--- src/rtl/lrs_pkg.sv ---
// Package lrs_pkg
// Shared type for the line readout sequencer: the controller state encoding.
// Assumes: nothing beyond standard SystemVerilog packages.
package lrs_pkg;

    // Controller phases of one line visit
    typedef enum logic [1:0] {
        ST_IDLE   = 2'd0,   // waiting for a scan start
        ST_SETUP  = 2'd1,   // address driven, strobe still high
        ST_STROBE = 2'd2,   // strobe held low
        ST_WAIT   = 2'd3    // strobe released, waiting for completion
    } seq_state_t;

endpackage

--- src/rtl/lrs_sync.sv ---
// Module lrs_sync
// Brings the sensor's active-low completion into the clock domain and flags
// its falling edge for one cycle.
// Assumes: input idles high; STAGES >= 2. Reset loads all flops high so that
// no edge is reported when reset is released.
module lrs_sync #(
    parameter int STAGES = 2
) (
    input  logic clk,
    input  logic rst_n,
    input  logic ack_n_i,
    output logic fall_o
);

    // sh[STAGES-1] is the synchronized level, sh[STAGES] its previous value
    logic [STAGES:0] sh;

    // Shift the raw input through the synchronizer and history flop
    always_ff @(posedge clk) begin
        if (!rst_n) begin
            sh <= '1;
        end else begin
            sh <= {sh[STAGES-1:0], ack_n_i};
        end
    end

    // Falling edge of the synchronized level
    always_comb begin
        fall_o = sh[STAGES] & ~sh[STAGES-1];
    end

endmodule

--- src/rtl/lrs_timer.sv ---
// Module lrs_timer
// One cycle counter for a whole line visit. It times the strobe width, the
// minimum address hold and the completion window.
// Assumes: clear_i and run_i are never high together; the counter saturates
// at its top value instead of wrapping.
module lrs_timer #(
    parameter int STROBE_W    = 2,
    parameter int ADV_MIN     = 64,
    parameter int TIMEOUT_CYC = 140,
    parameter int CNT_W       = 8
) (
    input  logic clk,
    input  logic rst_n,
    input  logic clear_i,
    input  logic run_i,
    output logic strobe_end_o,
    output logic hold_met_o,
    output logic expire_o
);

    localparam logic [CNT_W-1:0] STROBE_LAST = CNT_W'(STROBE_W - 1);
    localparam logic [CNT_W-1:0] ADV_LIM     = CNT_W'(ADV_MIN);
    localparam logic [CNT_W-1:0] EXP_LAST    = CNT_W'(TIMEOUT_CYC - 1);
    localparam logic [CNT_W-1:0] CNT_TOP     = '1;

    logic [CNT_W-1:0] cnt_q;

    // Count cycles since the strobe fell; clear before each strobe
    always_ff @(posedge clk) begin
        if (!rst_n) begin
            cnt_q <= '0;
        end else if (clear_i) begin
            cnt_q <= '0;
        end else if (run_i && (cnt_q != CNT_TOP)) begin
            cnt_q <= cnt_q + 1'b1;
        end
    end

    // Window decodes used by the controller
    always_comb begin
        strobe_end_o = (cnt_q == STROBE_LAST);
        hold_met_o   = (cnt_q >= ADV_LIM);
        expire_o     = (cnt_q == EXP_LAST);
    end

endmodule

--- src/rtl/lrs_addr.sv ---
// Module lrs_addr
// Holds the current line number, the end line and the step direction.
// Assumes: load_i and step_i are never high together; step_i is only raised
// when the current line is not the end line.
module lrs_addr #(
    parameter int AW = 10
) (
    input  logic          clk,
    input  logic          rst_n,
    input  logic          load_i,
    input  logic [AW-1:0] first_i,
    input  logic [AW-1:0] last_i,
    input  logic          step_i,
    output logic [AW-1:0] addr_o,
    output logic          is_last_o
);

    logic [AW-1:0] cur_q;
    logic [AW-1:0] end_q;
    logic          up_q;

    // Capture the scan bounds at start, then move one line per step
    always_ff @(posedge clk) begin
        if (!rst_n) begin
            cur_q <= '0;
            end_q <= '0;
            up_q  <= 1'b1;
        end else if (load_i) begin
            cur_q <= first_i;
            end_q <= last_i;
            up_q  <= (last_i >= first_i);
        end else if (step_i) begin
            cur_q <= up_q ? cur_q + 1'b1 : cur_q - 1'b1;
        end
    end

    // Current line and end-of-scan detection
    always_comb begin
        addr_o    = cur_q;
        is_last_o = (cur_q == end_q);
    end

endmodule

--- src/rtl/lrs_fsm.sv ---
// Module lrs_fsm
// Sequences one scan: setup cycle, strobe, wait for completion, then advance,
// finish or give up on timeout. Owns the registered handshake outputs.
// Assumes: fall_i is a one-cycle synchronized edge; timer decodes refer to the
// cycle count since the strobe fell.
module lrs_fsm
    import lrs_pkg::*;
(
    input  logic clk,
    input  logic rst_n,
    input  logic go_i,
    input  logic fall_i,
    input  logic strobe_end_i,
    input  logic hold_met_i,
    input  logic expire_i,
    input  logic is_last_i,
    output logic load_o,
    output logic step_o,
    output logic clear_o,
    output logic run_o,
    output logic strobe_n_o,
    output logic line_done_o,
    output logic frame_done_o,
    output logic timeout_o
);

    seq_state_t state_q;
    logic       pend_q;
    logic       strobe_n_q;
    logic       done_q;
    logic       fdone_q;
    logic       err_q;
    logic       adv;
    logic       give_up;

    // Decide advance and timeout for the current cycle; completion has priority
    always_comb begin
        adv     = (state_q == ST_WAIT) && (fall_i || pend_q) && hold_met_i;
        give_up = (state_q == ST_WAIT) && !adv && expire_i;
        load_o  = (state_q == ST_IDLE) && go_i;
        step_o  = adv && !is_last_i;
        clear_o = (state_q == ST_SETUP);
        run_o   = (state_q == ST_STROBE) || (state_q == ST_WAIT);
    end

    // State, pending completion and registered outputs
    always_ff @(posedge clk) begin
        if (!rst_n) begin
            state_q    <= ST_IDLE;
            pend_q     <= 1'b0;
            strobe_n_q <= 1'b1;
            done_q     <= 1'b0;
            fdone_q    <= 1'b0;
            err_q      <= 1'b0;
        end else begin
            done_q  <= 1'b0;
            fdone_q <= 1'b0;
            case (state_q)
                ST_IDLE: begin
                    pend_q <= 1'b0;
                    if (go_i) begin
                        err_q   <= 1'b0;
                        state_q <= ST_SETUP;
                    end
                end
                ST_SETUP: begin
                    pend_q     <= 1'b0;
                    strobe_n_q <= 1'b0;
                    state_q    <= ST_STROBE;
                end
                ST_STROBE: begin
                    if (fall_i) begin
                        pend_q <= 1'b1;
                    end
                    if (strobe_end_i) begin
                        strobe_n_q <= 1'b1;
                        state_q    <= ST_WAIT;
                    end
                end
                ST_WAIT: begin
                    if (adv) begin
                        pend_q <= 1'b0;
                        done_q <= 1'b1;
                        if (is_last_i) begin
                            fdone_q <= 1'b1;
                            state_q <= ST_IDLE;
                        end else begin
                            state_q <= ST_SETUP;
                        end
                    end else if (give_up) begin
                        pend_q  <= 1'b0;
                        err_q   <= 1'b1;
                        state_q <= ST_IDLE;
                    end else if (fall_i) begin
                        pend_q <= 1'b1;
                    end
                end
                default: begin
                    state_q <= ST_IDLE;
                end
            endcase
        end
    end

    // Drive registered outputs
    always_comb begin
        strobe_n_o   = strobe_n_q;
        line_done_o  = done_q;
        frame_done_o = fdone_q;
        timeout_o    = err_q;
    end

endmodule

--- src/rtl/lrs_seq.sv ---
// Module lrs_seq (top)
// Line-by-line readout sequencer for an image sensor. Drives line number and
// active-low start strobe, waits for the sensor's active-low completion pulse,
// and reports per-line completion, end of frame and missing responses.
// Assumes: sens_ack_n is asynchronous and idles high; STROBE_W is 2..100;
// HOLD_MIN counts from the setup cycle before the strobe falls.
module lrs_seq #(
    parameter int AW          = 10,
    parameter int STROBE_W    = 2,
    parameter int HOLD_MIN    = 66,
    parameter int TIMEOUT_CYC = 140,
    parameter int SYNC_STAGES = 2
) (
    input  logic          clk,
    input  logic          rst_n,
    input  logic          scan_go,
    input  logic [AW-1:0] first_line,
    input  logic [AW-1:0] last_line,
    input  logic          sens_ack_n,
    output logic [AW-1:0] line_addr,
    output logic          line_strobe_n,
    output logic          line_done,
    output logic          frame_done,
    output logic          scan_timeout
);

    // Address is visible one setup cycle before the strobe and one cycle
    // after the advance decision, hence the offset of two.
    localparam int ADV_MIN = HOLD_MIN - 2;
    localparam int CNT_W   = $clog2(TIMEOUT_CYC + 1);

    logic fall;
    logic strobe_end;
    logic hold_met;
    logic expire;
    logic is_last;
    logic load;
    logic step;
    logic clr;
    logic run;

    lrs_sync #(
        .STAGES (SYNC_STAGES)
    ) u_sync (
        .clk     (clk),
        .rst_n   (rst_n),
        .ack_n_i (sens_ack_n),
        .fall_o  (fall)
    );

    lrs_timer #(
        .STROBE_W    (STROBE_W),
        .ADV_MIN     (ADV_MIN),
        .TIMEOUT_CYC (TIMEOUT_CYC),
        .CNT_W       (CNT_W)
    ) u_timer (
        .clk          (clk),
        .rst_n        (rst_n),
        .clear_i      (clr),
        .run_i        (run),
        .strobe_end_o (strobe_end),
        .hold_met_o   (hold_met),
        .expire_o     (expire)
    );

    lrs_addr #(
        .AW (AW)
    ) u_addr (
        .clk       (clk),
        .rst_n     (rst_n),
        .load_i    (load),
        .first_i   (first_line),
        .last_i    (last_line),
        .step_i    (step),
        .addr_o    (line_addr),
        .is_last_o (is_last)
    );

    lrs_fsm u_fsm (
        .clk          (clk),
        .rst_n        (rst_n),
        .go_i         (scan_go),
        .fall_i       (fall),
        .strobe_end_i (strobe_end),
        .hold_met_i   (hold_met),
        .expire_i     (expire),
        .is_last_i    (is_last),
        .load_o       (load),
        .step_o       (step),
        .clear_o      (clr),
        .run_o        (run),
        .strobe_n_o   (line_strobe_n),
        .line_done_o  (line_done),
        .frame_done_o (frame_done),
        .timeout_o    (scan_timeout)
    );

endmodule

--- config.mk ---
export PLATFORM = sky130hd
export DESIGN_NAME = lrs_seq
export DESIGN_NICKNAME = d
export VERILOG_FILES = /design/src/rtl/lrs_pkg.sv /design/src/rtl/lrs_sync.sv /design/src/rtl/lrs_timer.sv /design/src/rtl/lrs_addr.sv /design/src/rtl/lrs_fsm.sv /design/src/rtl/lrs_seq.sv
export SDC_FILE = /design/constraint.sdc
export NUM_CORES = 1
export LEC_CHECK = 0
export BUFFER_PORTS_ARGS = -buffer_cell sky130_fd_sc_hd__buf_2
export CORE_ASPECT_RATIO = 0.6
export CORE_UTILIZATION = 56
export DETAILED_ROUTE_END_ITERATION = 10
export PLACE_DENSITY_LB_ADDON = 0.3
export REMOVE_ABC_BUFFERS = 1
export SKIP_LAST_GASP = 1
export SLEW_MARGIN = 20
export SYNTH_ARGS = -nofsm -noshare
export SYNTH_HDL_FRONTEND = slang
export SYNTH_SLANG_ARGS = --single-unit
--- constraint.sdc ---
create_clock -name clk -period 2.7 [get_ports clk]
set_clock_uncertainty 0.05 [all_clocks]
set_input_delay 0.54 -clock clk [delete_from_list [all_inputs] [get_ports clk]]
set_output_delay 0.54 -clock clk [all_outputs]
set_load 0.01 [all_outputs]
; ---- After elaboration in Yosys (flattened, before gate mapping)
; Index checks and enable logic that the tools add are counted.
; Widths: inputs -> output; s select.
[word_totals]
register_bits = 39
in_bits = 24
output_inout_bits = 14
wordCells = 74
[op_classes]
n_addsub = 3
n_lt_le_gt_ge = 2
n_eq_ne = 12
mux = 21
n_bitwise = 3
n_reduce_logical = 22
[ops]
columns = op, n
row1 = $mux 10, 3
row2 = $add 10x1->10 const B, 1
row3 = $eq 10x10->1, 1
row4 = $ge 10x10->1, 1
row5 = $mux 1, 10
row6 = $sub 10x1->10 const B, 1
row7 = $add 8x1->8 const B, 1
row8 = $eq 8x1->1 const B, 1
row9 = $eq 8x8->1 const B, 1
row10 = $ge 8x7->1 const B, 1
row11 = $mux 2, 4
row12 = $ne 8x8->1 const B, 1
row13 = $pmux 2 s4, 1
row14 = $logic_and 1x1->1, 7
row15 = $ne 2x2->1 const B, 3
row16 = $reduce_and 3->1, 2
row17 = $reduce_bool 2->1, 3
row18 = $eq 2x2->1 const B, 2
row19 = $pmux 1 s2, 2
row20 = $reduce_and 2->1, 2
row21 = $reduce_and 4->1, 1
row22 = $reduce_or 2->1, 2
row23 = $ne 3x1->1 const B, 1
row24 = $pmux 1 s3, 1
row25 = 7 further kinds, 10

; ---- Depth between registers and ports, before layout
[depth]
depth_word = 11
ltp_mapped = 9
mapped_depth_nobuf = 9

; ---- Cells and area by module
; A second synthesis with hierarchy kept.
[unflattened]
cells_unflattened = 285
area_unflattened_um2 = 2580.0
[by_module_without_submodules]
columns = module, n_inst, cells_per_inst, area_per_inst_um2
row1 = lrs_addr, 1, 183, 1567.8
row2 = lrs_timer, 1, 57, 541.8
row3 = lrs_fsm, 1, 38, 385.4
row4 = lrs_sync, 1, 7, 85.1

; ---- Worst setup path after synthesis
; OpenSTA, ideal clock, no wires.
[synth_path]
path_type = register to register
from = register u_addr.up_q
to = register u_addr.cur_q[9], in the netlist u_addr.addr_o[9]
arrival_ps = 2063
required_ps = 2577
slack_ps = 514
stages_incl_launch_ff = 10
synth_period_minus_slack_ps = 2186
path_cell_list = dfxtp_1 -> inv_1 -> ha_1 -> a211oi_2 -> o211ai_1 -> a31o_1 -> a21oi_2 -> xnor2_1 -> mux2_4 -> o211ai_2
[synth_between]
elab_chain_len = 3
[synth_rtl]
columns = element, line
row1 = from (decl), lrs_addr.sv:20  ; logic up_q;
row2 = from (signal assigned), lrs_addr.sv:31  ; up_q <= (last_i >= first_i);
row3 = $mux 10, lrs_addr.sv:33  ; cur_q <= up_q ? cur_q + 1'b1 : cur_q - 1'b1;
row4 = $mux 10, lrs_addr.sv:32  ; end else if (step_i) begin
row5 = $mux 10, lrs_addr.sv:28  ; end else if (load_i) begin
row6 = to (signal assigned), lrs_addr.sv:29  ; cur_q <= first_i;
row7 = to (signal assigned), lrs_addr.sv:33
row8 = to (decl), lrs_addr.sv:18  ; logic [AW-1:0] cur_q;
; Every way passes these cells. The select of a mux whose other input is x is not followed.
; A chain may end at the register's enable or synchronous reset.

; ---- Final worst setup path
; Ends and elaborated chain as after synthesis.

==> summary.txt <==
Outcome
  • Status: finished, final reports clean

Global route
  • First-pass GRT wire length: 9.25 mm
  • Total grt overflow: 0
  • Number of global-route vias before repair: 1902
  • Total GRT Usage: 0.274
  • Largest net degree at the start of global routing: 18
  • Initial antenna violation count: 0

Logic synthesis
  • Compound-Gate Fraction of Synth Area: 0.200
  • Post-synth top area cell: dfxtp_1
  • Count leader, synth: dfxtp_1
  • Adder-cell share of the synthesized area: 0.135
  • Largest family of logic cells by synthesized area: compound AO/OA/AOI/OAI gates
  • FFs w/ async S/R, synth: 0
  • Mapped Cells: roughly 280
  • YS warnings: 0
  • Netlist Area Pre-Place: about 2400 um2
  • Yosys cell types: 50
  • Top_reg_cell synth: dfxtp_1
  • Simple-Gate Fraction of Synth Area: 0.166
  • Synth top cells by count: 39 x dfxtp_1, 33 x nand2_1, 30 x a21oi_1
  • Synth top area cells: dfxtp_1 33%, ha_1 13%, a21oi_1 6.3%, nand2_1 5.2%, xor2_1 4.4%
  • Xor/xnor share of the synthesized area: 0.0810
  • Post-synthesis sequential area ratio: 0.328
  • Yosys top cell area share: 0.328
  • Mux share of post-synthesis cell area: 0.0358
  • EDFF count, synth: 0
  • Number of synthesized register bits: 39
  • Syn avg cell area: roughly 8.4 um2

Clock tree
  • CTS H-Tree Depth: 2
  • Clock sink count: 39
  • Max Buffers Root-to-Sink: 2
  • Setup bufs post-CTS: 0
  • Total CTS buffers: 5
  • CTS tree: yes
  • Root Buffer: clkbuf_8
  • Latest clock arrival within the worst-skew pair: slightly below 300 ps
  • CTS clk-pin slew, worst paths: approximately 80 ps

Routing
  • Drt via density: about 5.7
  • Iter 0 DRT Violations: about 120
  • DRC Markers: 0
  • Routed via count: 2149
  • Final WL: 5.70 mm
  • Antenna Violating Nets Remaining: 0
  • Drt first pass iters: 4
  • WL/cell: approximately 15 um

Place
  • Post-DP HPWL: about 4.3 mm
  • Routability cong.: between 0.8 and 0.9
  • Port-buffer cells: 37

STA
  • Max-slew violations: 0
  • Final hold viol count: 0
  • Final TNS setup: 0 ps
  • Worst Tran Pin Value: slightly below 900 ps
  • Tmin final: 2500 ps
  • Final period utilization: 0.927
  • Final setup fails: 0
  • RSZ-0062 raised after global routing: no
  • Slew headroom: 0.418
  • Max frequency: 400 MHz

Pwr
  • Pwr Total: 2.30 mW
  • Lkg Pwr: roughly 1.2 nW
  • PwrDens: between 800 and 900 nW/um2
  • Worst VDD drop: approximately 610 uV

Finish
  • Util after Layout: 0.708
  • # diodes: 0
  • Post-synthesis to final-layout area growth: 15.3%
  • Nets: 371
  • Share of cells above drive strength 1: 0.192

Setup path
  • Endpoint arrival time on the critical path: around 2700 ps
  • Startpoint types: flip-flop
  • Crit-path max FO: 8
  • Critical Path Sink Type: flip-flop
  • Critical Path RT: 2870 ps
  • Crit Path Class: reg2reg

Floorplan
  • Initial Utilization: 0.614
  • Die width: between 80 and 90 um
  • Row count: 17
  • Boundary Pins: 38
  • Die area: about 4500 um2
  • Core Area: between 3000 and 4000 um2
  • Die Height: between 50 and 60 um

Hold path
  • Hold Crit Class: reg2reg

Flow run
  • Max Cap Viol: 0
==> layer usage <==
metal	global-route usage	wire, um
met1	0.401	2960
met2	0.398	2270
met3	0.0646	405
met4	0.0722	58
met5	0	0
==> worst max-delay path, stage by stage, from the launching register on <==
cell	delay (ps)
dfxtp_1	430
inv_1	200
ha_1	380
o21ai_0	270
o211ai_1	160
a31o_1	250
a21oi_2	140
xnor2_1	150
mux2_4	330
o211ai_2	70
==> report_power, final <==
| part | leakage (nW) | total (mW) | switching (mW) | internal [mW] |
|---|---|---|---|---|
| clock | 0.0612 | 0.508 | 0.209 | 0.299 |
| combinational | 0.857 | 0.985 | 0.570 | 0.415 |
| sequential | 0.320 | 0.808 | 0.119 | 0.689 |
| total | 1.24 | 2.30 | 0.897 | 1.40 |
==> stage by stage <==
step,hold WS [ps],setup slack (ps),instance area [um2],cells
final,374,197,2740,380
after global routing,385,58.9,2740,380
after CTS,378,181,2740,380
after detailed placement,357,212,2620,372
after global placement,346,332,2620,372
after floorplan,336,512,2320,273
==> sequential cells by signal (all words and copies together) (netlist names) <==
signal and flops:
u_addr.addr_o 10, u_addr.end_q 10, u_addr.up_q 1, u_fsm.frame_done_o 1, u_fsm.line_done_o 1, u_fsm.pend_q 1, u_fsm.state_q 2, u_fsm.strobe_n_o 1
u_fsm.timeout_o 1, u_sync.sh 3, u_timer.cnt_q 8
==> cell usage in the layout (no fill, tap or decap), drive strengths merged, types with 2 or more instances in the layout <==
| cell | n |
|---|---|
| xor2 | 12 |
| a31oi | 2 |
| mux2i | 7 |
| a21o | 3 |
| nor3 | 3 |
| ha | 24 |
| nand3 | 3 |
| inv | 19 |
| o21a | 2 |
| clkbuf | 6 |
| xnor2 | 10 |
| nor2 | 19 |
| nand2b | 5 |
| a21oi | 32 |
| o21ai | 17 |
| clkinv | 2 |
| nor4 | 2 |
| or3 | 2 |
| and2 | 2 |
| nand2 | 34 |
| nor2b | 4 |
| o211ai | 4 |
| dfxtp | 39 |
| o31ai | 2 |
| nand4 | 5 |
| a211oi | 7 |
| buf | 42 |
==> logic make-up (layout without fill, tap and decap cells) <==
kind of cell,count (synthesis),count (layout)
mux,8,8
buf+inv,30,70
flops,39,39
compound gates,75,75
simple gates,84,84
fa+ha+maj,25,25
xor+xnor,22,22
==> cell type report <==
cell class,instances,area [um2]
Clock buffer,6,82.6
Clock inverter,2,35.0
Fill cell,317,1130
Inverter,20,75.1
Multi-Input combinational cell,214,1470
Sequential cell,39,781
Tap cell,57,71.3
Timing Repair Buffer,42,223
==> what timing repair did <==
action | in CTS | in global routing
hold buffers | 0 | 0
endpoints found under the setup margin | 0 | 1
resized for setup | 0 | 1
==> worst paths after layout <==
check | from | endpoint | slack [ps] | depth (start not counted)
worst max register to register | u_addr.up_q | u_addr.addr_o[9] | 200 | 9
worst min register to register | u_sync.sh[0] | u_sync.sh[1] | 370 | 1
worst min-delay path | u_sync.sh[0] | u_sync.sh[1] | 370 | 1
worst max-delay path | u_addr.up_q | u_addr.addr_o[9] | 200 | 9
Note: power is estimated with default switching activity, not from simulation.
